<file path="src/rtl/ns_sar_pkg.sv">
package ns_sar_pkg;

  typedef enum logic [2:0] {
    ST_IDLE,
    ST_SAMP,
    ST_FIRE,
    ST_WAIT,
    ST_UPD,
    ST_INTG,
    ST_IRST
  } seqState_t;

  // Strobes from control to datapath
  typedef struct packed {
    logic clear;   // new frame: wipe switches, reload bit pointer
    logic arm;     // decision fired: restart watchdog
    logic tick;    // waiting cycle: advance watchdog
    logic latch;   // take the pending decision
    logic useCmp;  // 1: take comparator value, 0: forced zero
  } seqStrobe_t;

endpackage

</file>
<file path="src/rtl/ns_sar_ctrl.sv">
module ns_sar_ctrl
  import ns_sar_pkg::*;
#(
  parameter int SAMPLE_CYC = 2,
  parameter int UPD_CYC    = 2,
  parameter int INT_CYC    = 3,
  parameter int RST_CYC    = 2
) (
  input  logic       clk,
  input  logic       rstN,
  input  logic       startConv,
  input  logic       cmpRdy,
  input  logic       lastBit,
  input  logic       wdogExpired,
  output seqStrobe_t strobe,
  output logic       cmpTrig,
  output logic       phSample,
  output logic       phConvert,
  output logic       phUpdate,
  output logic       phIntegrate,
  output logic       phIntReset,
  output logic       convDone
);

  localparam int MAX_A  = (SAMPLE_CYC > UPD_CYC) ? SAMPLE_CYC : UPD_CYC;
  localparam int MAX_B  = (INT_CYC > RST_CYC) ? INT_CYC : RST_CYC;
  localparam int MAX_CY = (MAX_A > MAX_B) ? MAX_A : MAX_B;
  localparam int CNTW   = $clog2(MAX_CY + 1);

  seqState_t        state, stateNxt;
  logic [CNTW-1:0]  phaseCnt, phaseCntNxt;
  logic             takeDecision;

  assign takeDecision = (state == ST_WAIT) && (cmpRdy || wdogExpired);

  always_comb begin
    strobe        = '0;
    strobe.clear  = (state == ST_IDLE) && startConv;
    strobe.arm    = (state == ST_FIRE);
    strobe.tick   = (state == ST_WAIT) && !takeDecision;
    strobe.latch  = takeDecision;
    strobe.useCmp = cmpRdy;
  end

  always_comb begin
    stateNxt    = state;
    phaseCntNxt = phaseCnt + CNTW'(1);
    unique case (state)
      ST_IDLE: begin
        phaseCntNxt = '0;
        if (startConv) stateNxt = ST_SAMP;
      end
      ST_SAMP: begin
        if (phaseCnt == CNTW'(SAMPLE_CYC - 1)) begin
          stateNxt    = ST_FIRE;
          phaseCntNxt = '0;
        end
      end
      ST_FIRE: begin
        stateNxt    = ST_WAIT;
        phaseCntNxt = '0;
      end
      ST_WAIT: begin
        phaseCntNxt = '0;
        if (takeDecision) stateNxt = lastBit ? ST_UPD : ST_FIRE;
      end
      ST_UPD: begin
        if (phaseCnt == CNTW'(UPD_CYC - 1)) begin
          stateNxt    = ST_INTG;
          phaseCntNxt = '0;
        end
      end
      ST_INTG: begin
        if (phaseCnt == CNTW'(INT_CYC - 1)) begin
          stateNxt    = ST_IRST;
          phaseCntNxt = '0;
        end
      end
      ST_IRST: begin
        if (phaseCnt == CNTW'(RST_CYC - 1)) begin
          stateNxt    = ST_IDLE;
          phaseCntNxt = '0;
        end
      end
      default: begin
        stateNxt    = ST_IDLE;
        phaseCntNxt = '0;
      end
    endcase
  end

  always_ff @(posedge clk or negedge rstN) begin
    if (!rstN) begin
      state    <= ST_IDLE;
      phaseCnt <= '0;
    end else begin
      state    <= stateNxt;
      phaseCnt <= phaseCntNxt;
    end
  end

  assign phSample    = (state == ST_SAMP);
  assign phConvert   = (state == ST_FIRE) || (state == ST_WAIT);
  assign phUpdate    = (state == ST_UPD);
  assign phIntegrate = (state == ST_INTG);
  assign phIntReset  = (state == ST_IRST);
  assign cmpTrig     = (state == ST_FIRE);
  assign convDone    = (state == ST_UPD) && (phaseCnt == '0);

  // phase enables never overlap
  a_r10_phase_exclusive: assert property (@(posedge clk) disable iff (!rstN)
    $onehot0({phSample, phConvert, phUpdate, phIntegrate, phIntReset}));

  // done is a single-cycle strobe
  a_r9_done_pulse: assert property (@(posedge clk) disable iff (!rstN)
    convDone |=> !convDone);

  // update follows conversion, integrate follows update, reset follows integrate
  a_r8_update_after_convert: assert property (@(posedge clk) disable iff (!rstN)
    $fell(phConvert) |-> phUpdate);
  a_r8_integrate_after_update: assert property (@(posedge clk) disable iff (!rstN)
    $fell(phUpdate) |-> phIntegrate);
  a_r8_reset_after_integrate: assert property (@(posedge clk) disable iff (!rstN)
    $fell(phIntegrate) |-> phIntReset);

  // no return to sampling from inside a conversion
  a_r11_no_resample: assert property (@(posedge clk) disable iff (!rstN)
    phConvert |=> !phSample);

endmodule

</file>
<file path="src/rtl/ns_sar_datapath.sv">
module ns_sar_datapath
  import ns_sar_pkg::*;
#(
  parameter int NBITS    = 8,
  parameter int HALF_BIT = 2,
  parameter int WDOG_LIM = 12
) (
  input  logic             clk,
  input  logic             rstN,
  input  seqStrobe_t       strobe,
  input  logic             cmpOut,
  output logic             lastBit,
  output logic             wdogExpired,
  output logic [NBITS-1:0] resultWord,
  output logic [NBITS-2:0] swUpP,
  output logic [NBITS-2:0] swDnP,
  output logic [NBITS-2:0] swUpN,
  output logic [NBITS-2:0] swDnN
);

  localparam int IDXW    = $clog2(NBITS);
  localparam int WDW     = $clog2(WDOG_LIM + 1);
  localparam int NEL     = NBITS - 1;
  localparam int HALF_EL = HALF_BIT - 1;

  logic [IDXW-1:0]  bitIdx;
  logic [NBITS-1:0] workWord;
  logic [WDW-1:0]   wdogCnt;
  logic             decBit;

  assign decBit      = strobe.useCmp ? cmpOut : 1'b0;
  assign lastBit     = (bitIdx == '0);
  assign wdogExpired = (wdogCnt == WDW'(WDOG_LIM - 1));

  // Bit pointer and working word
  always_ff @(posedge clk or negedge rstN) begin
    if (!rstN) begin
      bitIdx   <= IDXW'(NBITS - 1);
      workWord <= '0;
    end else if (strobe.clear) begin
      bitIdx   <= IDXW'(NBITS - 1);
      workWord <= '0;
    end else if (strobe.latch) begin
      workWord[bitIdx] <= decBit;
      if (!lastBit) bitIdx <= bitIdx - IDXW'(1);
    end
  end

  // Final word register, loaded by the LSB decision
  always_ff @(posedge clk or negedge rstN) begin
    if (!rstN) begin
      resultWord <= '0;
    end else if (strobe.latch && lastBit) begin
      resultWord <= {workWord[NBITS-1:1], decBit};
    end
  end

  // Decision watchdog
  always_ff @(posedge clk or negedge rstN) begin
    if (!rstN) begin
      wdogCnt <= '0;
    end else if (strobe.arm || strobe.clear) begin
      wdogCnt <= '0;
    end else if (strobe.tick && !wdogExpired) begin
      wdogCnt <= wdogCnt + WDW'(1);
    end
  end

  // Switched elements: element j follows decision bit j+1
  for (genvar j = 0; j < NEL; j++) begin : g_elem
    localparam bit ONE_SIDED = (j == HALF_EL);
    logic hit;
    assign hit = strobe.latch && (bitIdx == IDXW'(j + 1));

    always_ff @(posedge clk or negedge rstN) begin
      if (!rstN) begin
        swUpP[j] <= 1'b0;
        swDnP[j] <= 1'b0;
        swUpN[j] <= 1'b0;
        swDnN[j] <= 1'b0;
      end else if (strobe.clear) begin
        swUpP[j] <= 1'b0;
        swDnP[j] <= 1'b0;
        swUpN[j] <= 1'b0;
        swDnN[j] <= 1'b0;
      end else if (hit) begin
        swDnP[j] <= decBit;
        swDnN[j] <= !decBit;
        if (ONE_SIDED) begin
          swUpP[j] <= 1'b0;
          swUpN[j] <= 1'b0;
        end else begin
          swUpP[j] <= !decBit;
          swUpN[j] <= decBit;
        end
      end
    end
  end

  // a half never gets pull-up and pull-down together
  a_r5_no_short: assert property (@(posedge clk) disable iff (!rstN)
    ((swUpP & swDnP) | (swUpN & swDnN)) == '0);

  // the one-sided element never pulls up
  a_r6_half_one_side: assert property (@(posedge clk) disable iff (!rstN)
    !swUpP[HALF_EL] && !swUpN[HALF_EL]);

  // watchdog never runs past its limit
  a_r4_wdog_bound: assert property (@(posedge clk) disable iff (!rstN)
    wdogCnt < WDW'(WDOG_LIM));

  // a decision consumes one bit position, MSB first
  a_r2_pointer_steps: assert property (@(posedge clk) disable iff (!rstN)
    (strobe.latch && !lastBit && !strobe.clear) |=> (bitIdx == $past(bitIdx) - IDXW'(1)));

endmodule

</file>
<file path="src/rtl/ns_sar_seq.sv">
module ns_sar_seq
  import ns_sar_pkg::*;
#(
  parameter int NBITS      = 8,
  parameter int HALF_BIT   = 2,
  parameter int WDOG_LIM   = 12,
  parameter int SAMPLE_CYC = 2,
  parameter int UPD_CYC    = 2,
  parameter int INT_CYC    = 3,
  parameter int RST_CYC    = 2
) (
  input  logic             clk,
  input  logic             rstN,
  input  logic             startConv,
  input  logic             cmpRdy,
  input  logic             cmpOut,
  output logic             cmpTrig,
  output logic             phSample,
  output logic             phConvert,
  output logic             phUpdate,
  output logic             phIntegrate,
  output logic             phIntReset,
  output logic             convDone,
  output logic [NBITS-1:0] resultWord,
  output logic [NBITS-2:0] swUpP,
  output logic [NBITS-2:0] swDnP,
  output logic [NBITS-2:0] swUpN,
  output logic [NBITS-2:0] swDnN
);

  seqStrobe_t strobe;
  logic       lastBit;
  logic       wdogExpired;

  ns_sar_ctrl #(
    .SAMPLE_CYC(SAMPLE_CYC),
    .UPD_CYC   (UPD_CYC),
    .INT_CYC   (INT_CYC),
    .RST_CYC   (RST_CYC)
  ) u_ctrl (
    .clk        (clk),
    .rstN       (rstN),
    .startConv  (startConv),
    .cmpRdy     (cmpRdy),
    .lastBit    (lastBit),
    .wdogExpired(wdogExpired),
    .strobe     (strobe),
    .cmpTrig    (cmpTrig),
    .phSample   (phSample),
    .phConvert  (phConvert),
    .phUpdate   (phUpdate),
    .phIntegrate(phIntegrate),
    .phIntReset (phIntReset),
    .convDone   (convDone)
  );

  ns_sar_datapath #(
    .NBITS   (NBITS),
    .HALF_BIT(HALF_BIT),
    .WDOG_LIM(WDOG_LIM)
  ) u_dp (
    .clk        (clk),
    .rstN       (rstN),
    .strobe     (strobe),
    .cmpOut     (cmpOut),
    .lastBit    (lastBit),
    .wdogExpired(wdogExpired),
    .resultWord (resultWord),
    .swUpP      (swUpP),
    .swDnP      (swDnP),
    .swUpN      (swUpN),
    .swDnN      (swDnN)
  );

  // switches are idle while sampling
  a_r7_switches_clear_in_sample: assert property (@(posedge clk) disable iff (!rstN)
    phSample |-> ((swUpP | swDnP | swUpN | swDnN) == '0));

endmodule

</file>
<file path="config.mk">
export PLATFORM = sky130hd
export DESIGN_NAME = ns_sar_seq
export DESIGN_NICKNAME = d
export VERILOG_FILES = /design/src/rtl/ns_sar_pkg.sv /design/src/rtl/ns_sar_ctrl.sv /design/src/rtl/ns_sar_datapath.sv /design/src/rtl/ns_sar_seq.sv
export SDC_FILE = /design/constraint.sdc
export NUM_CORES = 1
export LEC_CHECK = 0
export BUFFER_PORTS_ARGS = -buffer_cell sky130_fd_sc_hd__buf_2
export CORE_UTILIZATION = 45
export DETAILED_ROUTE_END_ITERATION = 6
export PLACE_DENSITY = 0.68
export SYNTH_ARGS = -nofsm -noshare
export SYNTH_HDL_FRONTEND = slang
export SYNTH_SLANG_ARGS = --single-unit
export TNS_END_PERCENT = 5
</file>
<file path="constraint.sdc">
create_clock -name clk -period 2.2 [get_ports clk]
set_input_delay 0.11 -clock clk [delete_from_list [all_inputs] [get_ports clk]]
set_output_delay 0.11 -clock clk [all_outputs]
set_load 0.01 [all_outputs]
</file>
== Word level (Yosys, flattened, before mapping) ==
Cells that the tools add are included.

* Register bits: 43
* Bits in latches: 0
* Memory bits (writable): 0
* ROM bits: 0
* Input bits: 5
* Memories kept: 0

* Add/sub/neg operators: 3
* $mul: 0
* Div/mod/pow operators: 0
* Magnitude comparators: 2
* Eq/ne operators: 23
* Shifts and indexed selects: 0
* Mux-type cells: 52
* Bitwise gates (word level): 0
* Reductions and logical operators: 35

{| class="wikitable"
|+ Operators with widths
! kind !! number
|-
| $mux 1 || 32
|-
| $mux 3 || 10
|-
| $eq 3x3->1 const B || 7
|-
| $pmux 3 s7 || 1
|-
| $reduce_bool 2->1 || 9
|-
| $mux 8 || 2
|-
| $logic_and 1x1->1 || 14
|-
| $eq 3x2->1 const B || 4
|-
| $ne 2x1->1 const B || 6
|-
| $bwmux 8 || 1
|-
| $mux 4 || 2
|-
| $eq 3x1->1 const B || 2
|-
| $logic_not 3->1 || 2
|-
| $reduce_and 6->1 || 1
|-
| $add 4x1->4 const B || 1
|-
| $eq 4x4->1 const B || 1
|-
| $lt 3x4->1 const B || 1
|-
| $mux 2 || 2
|-
| $pmux 2 s2 || 1
|-
| $demux 1 s3 || 1
|-
| $ge 3x1->1 const B || 1
|-
| $logic_not 1->1 || 3
|-
| $logic_or 1x1->1 || 3
|-
| $reduce_or 3->1 || 1
|-
| other kinds (7) || 7
|}

== Logic depth before layout (Yosys ltp) ==
Gate-level depths: netlist of run 1.

* Depth in word-level cells: 8
* Gate-level depth with buffers: 7

== Modules after synthesis ==
From an unflattened synthesis of run 1, not the netlist that was laid out.

* Cell total of the unflattened synthesis: 217
* Area total of the unflattened synthesis: 2,277.2 um^2

{| class="wikitable"
|+ By module, submodules not included
! module !! instances !! cells an instance !! area an instance (um^2) !! sequential area each (um^2)
|-
| ns_sar_datapath || 1 || 164 || 1,795.5 || 904.6
|-
| ns_sar_ctrl || 1 || 53 || 481.7 || 125.1
|}

== Worst setup path after synthesis of run 1 ==
Ideal clock, no wire load.

* Path type: register to register
* Start point: reg u_dp.bitIdx[0]
* End point: reg u_dp.resultWord[1]
* Arrival time: 1.629 ns
* Data required time: 2.075 ns
* Slack: 0.447 ns
* Stages on the path, launching flop included: 6
* Buffers on the path: 0
* Path through: dfstp_2 inv_1 ha_1 nor2b_1 o2111ai_4 mux2_2

* Word-level cells in the longest chain between the ends: 2

{| class="wikitable"
|+ Ends and longest elaborated chain
! item !! RTL line !! text
|-
| from (decl) || ns_sar_datapath.sv:26 || <nowiki>logic [IDXW-1:0] bitIdx;</nowiki>
|-
| from (signal assigned) || ns_sar_datapath.sv:38 || <nowiki>bitIdx <= IDXW'(NBITS - 1);</nowiki>
|-
| from (signal assigned) || ns_sar_datapath.sv:41 || <nowiki>bitIdx <= IDXW'(NBITS - 1);</nowiki>
|-
| from (signal assigned) || ns_sar_datapath.sv:45 || <nowiki>if (!lastBit) bitIdx <= bitIdx - IDXW'(1);</nowiki>
|-
| $logic_not 3->1 || ns_sar_datapath.sv:32 || <nowiki>assign lastBit = (bitIdx == '0);</nowiki>
|-
| $logic_and 1x1->1 || ns_sar_datapath.sv:53 || <nowiki>end else if (strobe.latch && lastBit) begin</nowiki>
|-
| to (signal assigned) || ns_sar_datapath.sv:54 || <nowiki>resultWord <= {workWord[NBITS-1:1], decBit};</nowiki>
|-
| to (decl) || ns_sar_datapath.sv:14 || <nowiki>output logic [NBITS-1:0] resultWord,</nowiki>
|}

Every way passes these cells.
A chain may end at the register's enable or synchronous reset.

== Final worst setup path of run 1 ==
* Start point: reg u_ctrl.state[0]
* End point: out phSample

* Word-level cells in the longest chain between the ends: 1

{| class="wikitable"
|+ Ends and longest elaborated chain
! item !! RTL line !! text
|-
| from (decl) || ns_sar_ctrl.sv:30 || <nowiki>seqState_t state, stateNxt;</nowiki>
|-
| from (signal assigned) || ns_sar_ctrl.sv:97 || <nowiki>state <= stateNxt;</nowiki>
|-
| $eq 3x1->1 || ns_sar_ctrl.sv:102 || <nowiki>assign phSample = (state == ST_SAMP);</nowiki>
|-
| to (decl) || ns_sar_seq.sv:18 || <nowiki>output logic phSample,</nowiki>
|}

Every way passes these cells.

==> impl_metrics.yaml, run 1 <==
synthesis:
  ys_ff_latch: 41
  synth_ff_type: "dfrtp_1"
  synth_area_leaders: "dfrtp_1, mux2i_1, buf_4"
  ys_seq_area_share_pct: 43.9
  yosys.area.top_type: "dfrtp_1"
  synth-edff-count: 0
  syn_inst: 223
  synth_area_um2: 2340
  netlist.area_leader.share_pct: 40.6
  yosys_warnings: 0
  ys_types: 51
  synth_common_cells: "dfrtp_1, nor2_1, mux2i_1"
  synthesis.area_per_instance_um2: 10.5
  synthArstFlopShare_pct: 100
  yosysMostFrequentCell: "dfrtp_1"
global_route:
  grt_pass1_vias: 1647
  antenna_found_initial: 0
  grt_max_degree: 42
  grt_usage_pct: 18.4
  grt_first_pass_wirelength_mm: 7.74
  grt-ovfl-total: 0
floorplanning:
  initial_core_util_pct: 48.1
  die_area_um2: 5500
  row_count: 25
  io_pins: 48
  core_area_um2: 4880
  die_x_um: 74.2
  die_h_um: 74.2
worst_setup_path:
  crit_path_end_kind: "output pin"
  worstPathArrival_ns: 1.86
  crit_fanout: 19
  cp.required_ns: 2.09
  crit_type: "reg -> out"
  start_kind: "register"
sta:
  setup_tns_ns: 0
  hold_viol: 0
  worst_pin_slew_ns: 0.888
  finalCritPeriodShare_pct: 89.3
  rsz0062_at_grt: "false"
  max-slew-margin-rel_pct: 40.8
  hold_ws_ns: 0.409
  min_period_ns: 1.97
  max_freq_mhz: 509
  setup_slack_ns: 0.235
  setup_viol: 0
  final_max_slew_viol_count: 0
  finClkSkew_ns: 0.00798
outcome:
  status: "finished clean"
clock_tree:
  cts_buffers: 5
  post-cts-setup-buffers: 0
  clock_tree.root_cell: "clkbuf_8"
  clock_latency_ns: 0.30
  tritoncts: "built"
  cts_buffer_depth: 2
  path_clk_slew_ns: 0.08
  cts.htree.levels: 2
  cts_sinks: 41
drt:
  antenna_left: 0
  wl_per_cell_um: 14.1
  first_pass_iters: 4
  viasPerCell: 5.23
  drc_errors: 0
  drt_iter0_drc: 103
  routed_wl_mm: 4.51
  vias: 1672
placed_design:
  dp.final_hpwl_mm: 3.12
  port-buffer-count: 45
  post-place-ws_ns: 0.252
  place_congestion: 0.790
  post_dp_cell_area_um2: 2490
finish:
  fillers: 469
  drive_gt1_share_pct: 32.8
  final_util_pct: 53.7
  nets: 263
  area_delta_synth_final_pct: 11.8
  antenna_cells: 0
  design_area_um2: 2620
  multi_input_area_um2: 1090
  register_area_um2: 1030
power_and_ir_drop:
  switchingPower_mw: 1.17
  p_comb_share_pct: 39.9
  swShare_pct: 38.4
  p_int_mw: 1.87
  max-vdd-ir-drop_mv: 0.375
  clock_power_share_pct: 20.7
  power_density_nw_per_um2: 1160
  p_seq_share_pct: 39.4
  power.leakage_nw: 1.40
min_path:
  min_path_type: "in -> reg"
job:
  timing.max_cap.violations: 0
final timing paths:
check                                   start  depth (start not counted)  slack [ns]                 end
setup / recovery              u_ctrl.state[0]                          3        0.23            phSample
hold / removal                         cmpRdy                          3        0.41       u_dp.swDnN[1]
setup reg to reg              u_dp.wdogCnt[0]                          5        0.25       u_dp.swDnP[5]
hold reg to reg            u_ctrl.phaseCnt[0]                          1        0.48  u_ctrl.phaseCnt[0]
max in group asynchronous                rstN                          2        1.18  u_dp.resultWord[4]
min in group asynchronous                rstN                          2        0.47     u_dp.wdogCnt[3]
metal layers:
layer,share of wire (%),track usage (%)
met5,0,0
met4,0.93,4.49
met3,4.2,4.20
met2,47,30.4
met1,48,24.4
state kept, by name (all words and copies together), names as in the netlist:
name,flops
u_dp.swDnP,6
u_dp.workWord,7
u_dp.bitIdx,3
u_dp.swUpN,1
u_ctrl.phaseCnt,2
u_ctrl.state,3
u_dp.wdogCnt,4
u_dp.swUpP,5
u_dp.swDnN,2
u_dp.resultWord,8
power by group through the flow:
stage	clock [mW]	combinational, mW	sequential (mW)
final	0.628	1.21	1.19
after global routing	0.670	1.38	1.23
after CTS	0.644	1.23	1.19
after detailed placement	0	1.22	1.20
after global placement	0	1.20	1.20
after floorplan	0	0.991	1.18
kinds of logic (layout without fill, tap and decap cells):
logic type / count (synthesis) / in the layout / share of synthesized area [%]
buffers and inverters: 36 / 65 / 9.66
multiplexers: 29 / 29 / 12.9
other: 1 / 2 / 0.160
flip-flops: 41 / 41 / 43.9
AND/OR/NAND/NOR: 73 / 73 / 17.1
AO/OA/AOI/OAI: 37 / 37 / 13.1
adder cells (fa/ha/maj): 6 / 6 / 3.20
critical path, stage by stage, from the launching register on:
cell	delay, ns
dfrtp_1	0.73
nor2b_1	0.44
nor2b_1	0.23
buf_2	0.15
final cells by class:
class	instances	share of cell area [%]
Multi-Input combinational cell	147	41.7
Sequential cell	41	39.3
Timing Repair Buffer	50	10.1
Tap cell	67	3.20
Clock buffer	6	3.15
Clock inverter	2	1.43
Inverter	7	1.19
per-stage QoR:
| step | cells | power, mW |
|---|---|---|
| after floorplan | 224 | 2.17 |
| after global placement | 311 | 2.40 |
| after detailed placement | 311 | 2.43 |
| after CTS | 320 | 3.06 |
| after global routing | 320 | 3.28 |
| final | 320 | 3.03 |
layout by cell type (no fill, tap or decap), drive strengths merged, types with 6 or more instances in the layout:
cell / n
clkbuf: 6
o211ai: 6
o21ai: 10
nand2: 17
mux2i: 20
nor2b: 6
dfrtp: 38
mux2: 9
ha: 6
nor2: 21
inv: 7
buf: 49
repair_timing:
item,4_1_cts,5_1_grt
gates resized for setup,0,0
hold buffers,1,0
endpoints found under the hold margin,38,0
Power figures use the tool's default switching activity.
==> run 2, diff against run 1 <==
MAX_ROUTING_LAYER = met4   (was not set)
==> run 2 against run 1 <==
Against the previous run: sequential cell count unchanged; die area stayed put; non-clock buffer count stayed put; largest cell class unchanged.
==> impl_metrics.yaml, run 2 (synthesis gave the netlist of run 1 again) <==
outcome:
  status: "finished clean"
worst_setup_path:
  slowest_stage: "dfrtp_1"
  crit_path_end_kind: "output pin"
  cp_common_cell: "nor2b_1"
  cp.required_ns: 2.09
  crit_chain: "nor2b_1 > nor2b_1 > buf_2"
  worstPathArrival_ns: 1.84
  max_stage_delay_ns: 0.73
  cp.buffers_inverters: 1
  crit_fanout: 19
  crit_type: "reg -> out"
  cp_top_family: "flip-flops"
  start_kind: "register"
power_and_ir_drop:
  power_density_nw_per_um2: 1160
  clock_power_share_pct: 20.7
  power.leakage_nw: 1.40
  switchingPower_mw: 1.17
  p_int_mw: 1.87
  swShare_pct: 38.5
  p_seq_share_pct: 39.4
  max-vdd-ir-drop_mv: 0.376
  design_power_total_mw: 3.03
  p_comb_share_pct: 39.9
drt:
  wl_per_cell_um: 14.1
  viasPerCell: 5.24
  antenna_left: 0
  vias: 1676
  drc_errors: 0
  routed_wl_mm: 4.50
  drt_iter0_drc: 105
  first_pass_iters: 4
sta:
  finalCritPeriodShare_pct: 88.8
  worst_pin_slew_ns: 0.890
  setup_viol: 0
  rsz0062_at_grt: "false"
  min_period_ns: 1.95
  final_max_slew_viol_count: 0
  max-slew-margin-rel_pct: 40.7
  hold_viol: 0
  finClkSkew_ns: 0.00783
  max_freq_mhz: 512
  setup_tns_ns: 0
finish:
  area_delta_synth_final_pct: 11.8
  final_cell_mix: "buf_2, dfrtp_1, nor2_1, mux2i_1, nand2_1"
  largest_registers: "u_dp.resultWord: 8 flops, u_dp.workWord: 7 flops, u_dp.swDnP: 6 flops"
  nets: 263
  antenna_cells: 0
  largest_reg_flops: 8
  drive_gt1_share_pct: 32.8
  regMostFlops: "u_dp.resultWord"
  final_common_cell: "buf_2"
  fin_cells: 320
  fillers: 469
floorplanning:
  die_area_um2: 5500
  io_pins: 48
  core_area_um2: 4880
  initial_core_util_pct: 48.1
  die_x_um: 74.2
  die_h_um: 74.2
  row_count: 25
clock_tree:
  cts_sinks: 41
  cts_buffer_depth: 2
  clock_latency_ns: 0.29
  cts.htree.levels: 2
  clock_tree.root_cell: "clkbuf_8"
  path_clk_slew_ns: 0.08
  post-cts-setup-buffers: 0
  cts_buffers: 5
  tritoncts: "built"
placed_design:
  place_inst: 311
  dp.final_hpwl_mm: 3.12
  place_congestion: 0.801
  port-buffer-count: 45
global_route:
  grt_usage_pct: 19.0
  grt-ovfl-total: 0
  grt_max_degree: 42
  grt_pass1_vias: 1651
  antenna_found_initial: 0
  grt_first_pass_wirelength_mm: 7.74
job:
  timing.max_cap.violations: 0
min_path:
  min_path_type: "in -> reg"
==> run 2: cell counts in the layout (fill, tap and decap cells not counted) <==
No cell type changed its count.
==> run 2: path summary, 6_finish.rpt <==
kind                                    startpoint  slack, ns                  to  depth (start not counted)
min in group asynchronous                     rstN       0.47     u_dp.wdogCnt[3]                          2
worst min register to register  u_ctrl.phaseCnt[0]       0.48  u_ctrl.phaseCnt[0]                          1
worst max-delay path               u_ctrl.state[0]       0.25            phSample                          3
max in group asynchronous                     rstN       1.18  u_dp.resultWord[4]                          2
worst min-delay path                        cmpRdy       0.41       u_dp.swDnN[1]                          3
worst max register to register     u_dp.wdogCnt[0]       0.25       u_dp.swDnP[5]                          5
==> run 2: power by group through the flow <==
stage	logic, mW	clock network [mW]	registers (mW)
2_1_floorplan	0.991	0	1.18
3_3_place_gp	1.20	0	1.20
3_5_place_dp	1.22	0	1.20
4_1_cts	1.23	0.644	1.19
5_1_grt	1.38	0.670	1.23
6_report	1.21	0.628	1.19
==> run 2: metrics by stage <==
stage	hold slack, ns	cell area, um^2	worst slack (ns)	utilization, %
after floorplan	-0.186	2350	0.447	-
after global placement	0.292	2490	0.325	51.1
after detailed placement	0.289	2490	0.252	51.1
after CTS	0.404	2620	0.223	53.7
after global routing	0.450	2620	0.0523	53.7
final	0.405	2620	0.246	53.7
==> run 2: worst min-delay path: cells and delay by family <==
kind	cells	cell delay (ns)
AOI/OAI and AO/OA	2	0.33
buffers and inverters	1	0.21
==> run 2: final cells by class <==
type / instances / area, um^2 / area share (%)
multi-input cells: 147 / 1090 / 41.7
flip-flops and latches: 41 / 1030 / 39.3
repair buffers: 50 / 265 / 10.1
well taps: 67 / 83.8 / 3.20
clock buffers: 6 / 82.6 / 3.15
clock inverters: 2 / 37.5 / 1.43
inverters: 7 / 31.3 / 1.19
==> run 2: routing by layer <==
layer | part of all wire, % | wire length [um] | GRT usage, % | vias to the layer above
li1 | - | - | - | 828
met1 | 49 | 2200 | 24.4 | 791
met2 | 46 | 2060 | 30.4 | 51
met3 | 4.3 | 194 | 4.20 | 6
met4 | 0.98 | 44 | 4.49 | 0
met5 | 0 | 0 | - | -
==> run 2: what timing repair did <==
action	in CTS	in global routing
resized for setup	0	0
endpoints found under the hold margin	38	0
hold buffers	1	0
==> run 3, diff against run 2 <==
CAP_MARGIN = 15   (was not set)
CORE_UTILIZATION = 30   (was 45)
PLACE_DENSITY = not set   (was 0.68)
==> run 3 against run 2 <==
Against the previous run: via count is 0.95% higher; final cell count is 10% higher; die area is 49% higher; worst hold slack better by 0.0082 ns; critical path depth is 2 higher; combinational power is 3% higher; utilization is 18 points lower; sequential cell count stayed put; register-to-register slack worse by 0.04 ns; worst setup slack worse by 0.039 ns; critical endpoint is now u_dp.resultWord[4]; design area is 1.1% higher.
==> impl_metrics.yaml, run 3 (synthesis gave the netlist of run 1 again) <==
sta:
  setup_viol: 0
  rsz0062_at_grt: "false"
  setup_tns_ns: 0
  final_max_slew_viol_count: 0
  finClkSkew_ns: 0.00727
  setup_slack_ns: 0.206
  min_period_ns: 1.99
  hold_viol: 0
  worst_pin_slew_ns: 0.919
  max_freq_mhz: 502
  hold_ws_ns: 0.414
  finalCritPeriodShare_pct: 90.6
  max-slew-margin-rel_pct: 38.7
drt:
  first_pass_iters: 4
  viasPerCell: 4.79
  antenna_left: 0
  wl_per_cell_um: 13.8
  drc_errors: 0
  vias: 1692
  routed_wl_mm: 4.86
  drt_iter0_drc: 94
power_and_ir_drop:
  power_density_nw_per_um2: 1120
  max-vdd-ir-drop_mv: 0.302
  clock_power_share_pct: 18.2
  p_int_mw: 1.79
  p_comb_share_pct: 41.9
  design_power_total_mw: 2.98
  power.leakage_nw: 1.40
  swShare_pct: 39.7
  p_seq_share_pct: 39.9
  switchingPower_mw: 1.18
floorplanning:
  die_h_um: 90.4
  core_area_um2: 7410
  die_area_um2: 8170
  row_count: 31
  die_x_um: 90.4
  io_pins: 48
  initial_core_util_pct: 31.7
finish:
  fillers: 758
  largest_reg_flops: 8
  antenna_cells: 0
  multi_input_area_um2: 1090
  register_area_um2: 1030
  area_delta_synth_final_pct: 13.1
  final_common_cell: "buf_2"
  final_util_pct: 35.8
  largest_registers: "u_dp.resultWord: 8 flops, u_dp.workWord: 7 flops, u_dp.swDnP: 6 flops"
  drive_gt1_share_pct: 33.1
  nets: 264
  regMostFlops: "u_dp.resultWord"
  final_cell_mix: "buf_2, dfrtp_1, nor2_1, mux2i_1, nand2_1"
min_path:
  min_path_type: "in -> reg"
global_route:
  grt_max_degree: 42
  grt_usage_pct: 13.1
  antenna_found_initial: 0
  grt_pass1_vias: 1656
  grt_first_pass_wirelength_mm: 8.40
  grt-ovfl-total: 0
clock_tree:
  hold_buffers: 1
  clock_latency_ns: 0.29
  post-cts-setup-buffers: 0
  cts_resized: 0
  clock_tree.root_cell: "clkbuf_8"
  cts_sinks: 41
  cts_buffer_depth: 2
  cts_buffers: 5
  cts.htree.levels: 2
  path_clk_slew_ns: 0.08
  tritoncts: "built"
worst_setup_path:
  crit_type: "reg -> reg"
  r2r_start: "u_dp.bitIdx[1]"
  reg2reg_to: "u_dp.resultWord[4]"
  cp.required_ns: 2.37
  crit_path_end: "u_dp.resultWord[4]"
  ff2ff_path_depth: 5
  cp-startpoint: "u_dp.bitIdx[1]"
  start_kind: "register"
  worstPathArrival_ns: 2.17
  crit_fanout: 10
  rrSetupSlack_ns: 0.21
  crit_path_end_kind: "register"
placed_design:
  place_congestion: 0.823
  post-place-ws_ns: 0.201
  dp.final_hpwl_mm: 3.42
  port-buffer-count: 45
job:
  timing.max_cap.violations: 0
outcome:
  status: "finished clean"
## run 3: area by class of cell
class / instances / area share, %
clock buffers: 7 / 3.63
clock inverters: 1 / 0.189
inverters: 7 / 1.18
multi-input cells: 147 / 41.2
flip-flops and latches: 41 / 38.8
well taps: 99 / 4.67
repair buffers: 51 / 10.3
## run 3: metal layers
metal / up-vias / GRT usage, % / share of wire [%]
met5: - / - / 0
met4: 0 / 2.42 / 0.16
met3: 2 / 3.28 / 3.9
met2: 37 / 19.8 / 46
met1: 822 / 17.7 / 50
li1: 831 / - / -
## run 3: how the worst min path moves through the flow
stage	start	to	slack, ns	depth (start not counted)
after floorplan	rstN	u_ctrl.phaseCnt[0]	-0.19	0
after global placement	rstN	u_dp.wdogCnt[2]	0.30	1
after detailed placement	rstN	u_dp.wdogCnt[2]	0.31	1
after CTS	cmpRdy	u_dp.swDnN[1]	0.42	3
after global routing	cmpRdy	u_dp.swDnN[1]	0.45	3
final	cmpRdy	u_dp.swDnN[1]	0.41	3
## run 3: power groups by stage
stage	sequential [mW]	combinational, mW	clock, mW
2_1_floorplan	1.18	0.991	0
6_report	1.19	1.25	0.542
3_3_place_gp	1.19	1.25	0
3_5_place_dp	1.20	1.26	0
5_1_grt	1.23	1.39	0.595
4_1_cts	1.19	1.27	0.558
## run 3: worst max-delay path, stage by stage, from the launching register on
cell and delay, ns:
dfstp_2 0.41, inv_1 0.18, ha_1 0.26, nor2b_1 0.35, o2111ai_4 0.30, mux2_1 0.38
## run 3: per-stage QoR
step	instance area, um^2	cells
6_report	2650	353
2_1_floorplan	2350	224
3_5_place_dp	2540	344
3_3_place_gp	2540	344
5_1_grt	2650	353
4_1_cts	2650	353
